File: config.mk
export PLATFORM = sky130hd
export DESIGN_NAME = sys_reset_seq
export DESIGN_NICKNAME = d
export VERILOG_FILES = /design/src/rtl/rstseq_pkg.sv /design/src/rtl/rstseq_sync.sv /design/src/rtl/rstseq_prio.sv /design/src/rtl/rstseq_policy.sv /design/src/rtl/sys_reset_seq.sv
export SDC_FILE = /design/constraint.sdc
export NUM_CORES = 1
export LEC_CHECK = 0
export ABC_AREA = 1
export BUFFER_PORTS_ARGS = -buffer_cell sky130_fd_sc_hd__buf_2
export CORE_AREA = 5 5 63 65
export CTS_CLUSTER_DIAMETER = 80
export CTS_CLUSTER_SIZE = 12
export DETAILED_ROUTE_END_ITERATION = 16
export DIE_AREA = 0 0 68 70
export GPL_TIMING_DRIVEN = 0
export MAX_ROUTING_LAYER = met4
export PLACE_DENSITY = 0.76
export SLEW_MARGIN = 20
export SYNTH_ARGS = -nofsm -noshare
export SYNTH_HDL_FRONTEND = slang
export SYNTH_SLANG_ARGS = --single-unit
File: constraint.sdc
create_clock -name clk -period 3.9 [get_ports clk]
set_clock_uncertainty 0.2 [all_clocks]
set_input_delay 0.195 -clock clk [delete_from_list [all_inputs] [get_ports clk]]
set_output_delay 0.195 -clock clk [all_outputs]
set_load 0.01 [all_outputs]
File: src/rtl/rstseq_pkg.sv
package rstseq_pkg;
   localparam int N_SRC = 5;
   localparam int SRC_W = 3;

   // Index order is the arbitration priority (lower index wins).
   typedef enum logic [SRC_W-1:0] {
      SRC_POR = 3'd0,
      SRC_SWC = 3'd1,
      SRC_EXT = 3'd2,
      SRC_WDT = 3'd3,
      SRC_EMU = 3'd4
   } src_e;

   typedef enum logic [1:0] {
      ST_IDLE  = 2'd0,
      ST_HOLD  = 2'd1,
      ST_PULSE = 2'd2
   } phase_e;

   typedef struct packed {
      logic cpu_n;
      logic test_n;
      logic sw_n;
      logic pll_n;
      logic hiz;
      logic oe;
      logic rout_n;
   } ctl_t;
endpackage

File: src/rtl/rstseq_sync.sv
module rstseq_sync #(
   parameter int   STAGES  = 2,
   parameter logic RST_VAL = 1'b1
) (
   input  logic clk,
   input  logic arst_n,
   input  logic d,
   output logic q
);
   generate
      if (STAGES < 2) begin : g_bad_stages
         $error("rstseq_sync: STAGES must be at least 2");
      end
   endgenerate

   logic [STAGES-1:0] chain_r;

   always_ff @(posedge clk or negedge arst_n) begin
      if (!arst_n) chain_r <= {STAGES{RST_VAL}};
      else         chain_r <= {chain_r[STAGES-2:0], d};
   end

   assign q = chain_r[STAGES-1];
endmodule

File: src/rtl/rstseq_prio.sv
module rstseq_prio #(
   parameter int N  = 5,
   parameter int IW = (N > 1) ? $clog2(N) : 1
) (
   input  logic [N-1:0]  req,
   output logic          any,
   output logic [IW-1:0] idx,
   output logic [N-1:0]  oh
);
   generate
      for (genvar i = 0; i < N; i++) begin : g_mask
         if (i == 0) begin : g_top
            assign oh[i] = req[i];
         end else begin : g_rest
            assign oh[i] = req[i] & ~(|req[i-1:0]);
         end
      end
   endgenerate

   assign any = |req;

   always_comb begin
      idx = '0;
      for (int i = 0; i < N; i++) begin
         if (oh[i]) idx = IW'(i);
      end
   end
endmodule

File: src/rtl/rstseq_policy.sv
module rstseq_policy
   import rstseq_pkg::*;
(
   input  phase_e phase,
   input  src_e   kind,
   input  logic   cfg_bit,
   output ctl_t   ctl
);
   always_comb begin
      ctl = '{cpu_n: 1'b1, test_n: 1'b1, sw_n: 1'b1, pll_n: 1'b1,
              hiz: 1'b0, oe: 1'b1, rout_n: 1'b1};
      unique case (phase)
         ST_HOLD: begin
            ctl.cpu_n = 1'b0;
            ctl.hiz   = 1'b1;
            unique case (kind)
               SRC_POR: begin
                  ctl.test_n = 1'b0;
                  ctl.sw_n   = 1'b0;
                  ctl.pll_n  = 1'b0;
                  ctl.oe     = 1'b0;
               end
               SRC_SWC: begin
                  ctl.test_n = 1'b0;
                  ctl.pll_n  = 1'b0;
                  ctl.rout_n = cfg_bit;
               end
               SRC_EXT: ctl.oe     = 1'b0;
               SRC_WDT: ctl.rout_n = 1'b0;
               SRC_EMU: ctl.rout_n = cfg_bit;
               default: ctl.oe     = 1'b0;
            endcase
         end
         ST_PULSE: ctl.rout_n = (kind == SRC_WDT) ? 1'b0 : cfg_bit;
         default: ;
      endcase
   end
endmodule

File: src/rtl/sys_reset_seq.sv
module sys_reset_seq
   import rstseq_pkg::*;
#(
   parameter int BOOT_W      = 16,
   parameter int CFG_BIT     = 11,
   parameter int SYNC_STAGES = 2,
   parameter int STRETCH_CYC = 16,
   parameter int PULSE_CYC   = 8
) (
   input  logic              clk,
   input  logic              por_n,
   input  logic              ext_rst_n,
   input  logic              sw_cold_req,
   input  logic              wdt_expire,
   input  logic              emu_rst_req,
   input  logic [BOOT_W-1:0] boot_pins,
   output logic              cpu_rst_n,
   output logic              test_rst_n,
   output logic              eth_sw_rst_n,
   output logic              pll_rst_n,
   output logic              pad_hiz,
   output logic [BOOT_W-1:0] boot_mode,
   output logic              rst_out_n,
   output logic              rst_out_oe,
   output logic [N_SRC-1:0]  reset_cause
);
   localparam int MAX_CYC = (STRETCH_CYC > PULSE_CYC) ? STRETCH_CYC : PULSE_CYC;
   localparam int CNT_W   = $clog2(MAX_CYC + 1);
   localparam logic [CNT_W-1:0] HOLD_LAST  = CNT_W'(STRETCH_CYC - 1);
   localparam logic [CNT_W-1:0] PULSE_LAST = CNT_W'(PULSE_CYC - 1);

   generate
      if (STRETCH_CYC < 2) begin : g_bad_stretch
         $error("sys_reset_seq: STRETCH_CYC must be at least 2");
      end
      if (PULSE_CYC < 2) begin : g_bad_pulse
         $error("sys_reset_seq: PULSE_CYC must be at least 2");
      end
      if (CFG_BIT >= BOOT_W) begin : g_bad_cfg
         $error("sys_reset_seq: CFG_BIT outside boot-mode width");
      end
   endgenerate

   // External pin synchronizer
   logic ext_sync_n;

   rstseq_sync #(.STAGES(SYNC_STAGES), .RST_VAL(1'b1)) u_sync (
      .clk    (clk),
      .arst_n (por_n),
      .d      (ext_rst_n),
      .q      (ext_sync_n)
   );

   // Request arbitration
   logic [N_SRC-1:0] req_vec;
   logic [N_SRC-1:0] win_oh;
   logic [SRC_W-1:0] win_idx;
   logic             win_any;

   assign req_vec = {emu_rst_req, wdt_expire, ~ext_sync_n, sw_cold_req, 1'b0};

   rstseq_prio #(.N(N_SRC), .IW(SRC_W)) u_prio (
      .req (req_vec),
      .any (win_any),
      .idx (win_idx),
      .oh  (win_oh)
   );

   // Sequencer state
   phase_e           phase_q;
   src_e             kind_q;
   logic [CNT_W-1:0] cnt_q;
   logic             accept;
   logic             ext_still_low;
   logic             hold_done;
   logic             pulse_done;
   logic             relatch;

   always_comb begin
      unique case (phase_q)
         ST_HOLD: accept = win_any && (win_idx < kind_q);
         default: accept = win_any;
      endcase
   end

   assign ext_still_low = (kind_q == SRC_EXT) && !ext_sync_n;
   assign hold_done     = (cnt_q == HOLD_LAST) && !ext_still_low;
   assign pulse_done    = (cnt_q == PULSE_LAST);
   assign relatch       = (phase_q == ST_HOLD) && !accept && hold_done &&
                          ((kind_q == SRC_POR) || (kind_q == SRC_EXT));

   always_ff @(posedge clk or negedge por_n) begin
      if (!por_n) begin
         phase_q     <= ST_HOLD;
         kind_q      <= SRC_POR;
         cnt_q       <= '0;
         reset_cause <= N_SRC'(1);
      end else if (accept) begin
         phase_q     <= ST_HOLD;
         kind_q      <= src_e'(win_idx);
         cnt_q       <= '0;
         reset_cause <= win_oh;
      end else begin
         unique case (phase_q)
            ST_HOLD: begin
               if (hold_done) begin
                  phase_q <= ST_PULSE;
                  cnt_q   <= '0;
               end else if (cnt_q != HOLD_LAST) begin
                  cnt_q <= cnt_q + 1'b1;
               end
            end
            ST_PULSE: begin
               if (pulse_done) begin
                  phase_q <= ST_IDLE;
                  cnt_q   <= '0;
               end else begin
                  cnt_q <= cnt_q + 1'b1;
               end
            end
            default: cnt_q <= '0;
         endcase
      end
   end

   always_ff @(posedge clk or negedge por_n) begin
      if (!por_n)       boot_mode <= '0;
      else if (relatch) boot_mode <= boot_pins;
   end

   // Output policy
   ctl_t ctl;

   rstseq_policy u_policy (
      .phase   (phase_q),
      .kind    (kind_q),
      .cfg_bit (boot_mode[CFG_BIT]),
      .ctl     (ctl)
   );

   assign cpu_rst_n    = ctl.cpu_n;
   assign test_rst_n   = ctl.test_n;
   assign eth_sw_rst_n = ctl.sw_n;
   assign pll_rst_n    = ctl.pll_n;
   assign pad_hiz      = ctl.hiz;
   assign rst_out_oe   = ctl.oe;
   assign rst_out_n    = ctl.rout_n;
endmodule

==> qor.txt <==
Slew Viols, Final = 0
Final non-filler cell total = 321
CTS tree = built
Antenna diodes = 0
Skew-Pair Late Insertion Delay = 0.33 ns
Register bit total from synthesis = 32
TNS Setup = 0 ns
Top-level I/O count = 50
Initial Util = 48.53%
Pre-Repair DR Iteration Count = 4
Via density = 4.670
DP HPWL = 2627 µm
Total Routing Usage GR = 19.06%
Worst-path maximum fanout = 8
Final setup viols = 0
Largest family of logic cells by synthesized area = simple AND/OR/NAND/NOR gates
Iteration-0 DRC Markers = 103
Final Util = 66.55%
Leak Pwr = 1.259 nW
Yosys Warn Count = 0
Worst slew pin tran = 0.6736 ns
Tmin final = 2.068 ns
Die area = 4760 µm²
Root Buffer = clkbuf_4
TritonCTS Buffers = 5
Post-synthesis mux area share = 0%
Adder-Cell Fraction of Synth Area = 3.925%
Num rows = 21
Largest net degree at the start of global routing = 33
Initial antenna violation count = 0
Worst stage delay on the critical path = 0.56 ns
Post-cts resize count = 0
Vias in the first global route = 1486
Max-cap violation count = 0
H-tree Lvls = 2
Compound-cell area share of the yosys netlist = 5.808%
IO buf count = 49
Die Ht = 70 µm
Area delta synth->final = 37.13%
Yosys cell types = 21
Synth Area in XOR/XNOR = 1.099%
Cells after Synth = 195
Run status = complete, no violations
Max VDD drop = 0.0002234 V
Routed len/inst = 12.03 µm
Vias post-DR = 1499
Fmax = 0.4835 GHz
CP endpoint kind = output pin
Antenna Nets Post-Route = 0
Residual DRC = 0
Core Area = 3284 µm²
Cells after DPL = 290
Worst EP required = 3.50 ns
Hold Fails Final Rpt = 0
RD Place Congestion = 0.8193
Clock slew at reported path FFs = 0.09 ns
Simple-gate share of the synthesized area = 29.28%
Mapped Avg Cell Area = 8.175 µm²
Placement Cell Area = 1897 µm²
WL final = 3862 µm
Slowest CP cell = dfstp_2
Critical path cell sequence = ha_1, inv_2, nor3_2, nand2_1, buf_2
Worst Path Arrival = 1.67 ns
Kind of start point of the critical path = flip-flop
Netlist Area Pre-Place = 1594 µm²
DIE WIDTH = 68 µm
Post-route cell area = 2186 µm²
Post-CTS Setup Inserts = 0
Final period utilization = 53.03%
Slew HR = 55.09%
Hold Crit Class = flip-flop to flip-flop
Sequential fraction of the synthesis area = 50.55%
Layout cells sized above 1 = 27.64%
Syn_nets = 222
Power per cell area = 457.6 nW/µm²
Nets = 301
Crit Path Class = flip-flop to output pin
Overflow after GRT = 0
RSZ-0062 raised after global routing = no
# clock sinks = 32
First-pass GRT wire length = 6706 µm
Clock buffer depth = 2
==> final timing paths <==
kind	slack, ns	from	end	cells after the start
max in group asynchronous	2.82	por_n	kind_q[1]	2
min in group asynchronous	0.25	por_n	boot_mode[4]	2
min	0.17	u_sync.chain_r[0]	u_sync.chain_r[1]	0
max reg2reg	1.84	u_sync.chain_r[1]	boot_mode[9]	12
min reg2reg	0.17	u_sync.chain_r[0]	u_sync.chain_r[1]	0
max	1.83	phase_q[0]	eth_sw_rst_n	5
==> cell families after synthesis <==
kind of cell / Yosys count
and+or+nand+nor: 109
DFF: 32
buffers and inverters: 30
AOI/OAI and AO/OA: 17
adders and majority gates: 5
xor gates and xnor gates: 2
==> routing by layer <==
| metal | part of all wire, % | routed length (µm) | global-route usage (%) | vias up |
|---|---|---|---|---|
| met5 | 0 | 0 | - | - |
| met4 | 2.0 | 79 | 8.609 | 0 |
| met3 | 4.2 | 163 | 4.167 | 7 |
| met2 | 50 | 1948 | 30.30 | 38 |
| met1 | 43 | 1671 | 22.67 | 673 |
| li1 | - | - | - | 781 |
==> area by class of cell <==
class | instances | area [µm²]
clock buffers | 8 | 58.81
plain buffers | 8 | 63.81
inverters | 22 | 85.08
well taps | 46 | 57.56
flip-flops and latches | 32 | 805.8
multi-input cells | 133 | 639.4
repair buffers | 72 | 475.5
fillers | 290 | 1099
==> cells in the final DEF (no fill, tap or decap) <==
master and n:
buf_2 49, nand2_1 68, clkbuf_1 2, buf_4 7
nand2_2 1, dfstp_2 4, o21ai_0 2, nor2_1 8
inv_2 4, xor2_1 2, o211ai_1 3, nor2_2 1
buf_6 1, o21ai_1 5, dfrtp_1 28, dlygate4sd3_1 23
ha_1 5, nor3_2 1, clkbuf_4 5, a21oi_1 7
inv_1 17, inv_4 1, nand3_1 27, nand4_1 2
nand2_4 1, clkbuf_8 1
==> state kept, by name, indices dropped and copies added (netlist names) <==
name and flops:
boot_mode 16, cnt_q 5, u_sync.chain_r 2, reset_cause 5
phase_q 2, kind_q 2
==> cell usage after synthesis <==
master	n	area, µm²
inv_4	1	6.260
a21oi_1	7	35.03
nand4_1	2	12.51
nand2_2	1	6.260
inv_1	17	63.81
ha_1	5	62.56
buf_6	1	11.26
nor2_1	8	30.03
buf_4	7	52.55
o211ai_1	3	22.52
nand2_4	1	11.26
dfrtp_1	28	700.7
nand2_1	68	255.2
o21ai_1	5	25.02
nor3_2	1	10.01
nand3_1	27	135.1
o21ai_0	2	10.01
inv_2	4	15.01
xor2_1	2	17.52
dfstp_2	4	105.1
nor2_2	1	6.260
==> metrics by stage <==
stage / power [W] / setup slack (ns) / hold WS (ns)
floorplan: 0.0006652 / 2.013 / -0.3006
global placement: 0.0007816 / 1.874 / 0.07747
detailed placement: 0.0007917 / 1.835 / 0.07460
CTS: 0.001006 / 1.815 / 0.1657
global route: 0.001078 / 1.689 / 0.1673
finish: 0.001000 / 1.832 / 0.1672
==> report_power, final <==
| group | internal [W] | leakage (nW) | switching, W | total (W) |
|---|---|---|---|---|
| Sequential | 0.000375 | 0.424 | 0.0000381 | 0.000413 |
| Combinational | 0.000160 | 0.803 | 0.000231 | 0.000391 |
| Clock | 0.0000889 | 0.0326 | 0.000108 | 0.000197 |
| Total | 0.000624 | 1.26 | 0.000377 | 0.00100 |
==> critical path, delay by kind of cell (launching register included) <==
kind | cells | cell delay (ns)
adder cells (fa/ha/maj) | 1 | 0.32
flip-flops | 1 | 0.56
buffers and inverters | 2 | 0.22
AND/OR/NAND/NOR | 2 | 0.24
==> timing repair <==
| action | 4_1_cts | 5_1_grt |
|---|---|---|
| setup endpoints to repair | 0 | 0 |
| hold buffers | 23 | 0 |
| hold endpoints to repair | 49 | 0 |
No activity file was read; power rests on OpenSTA's default activity.
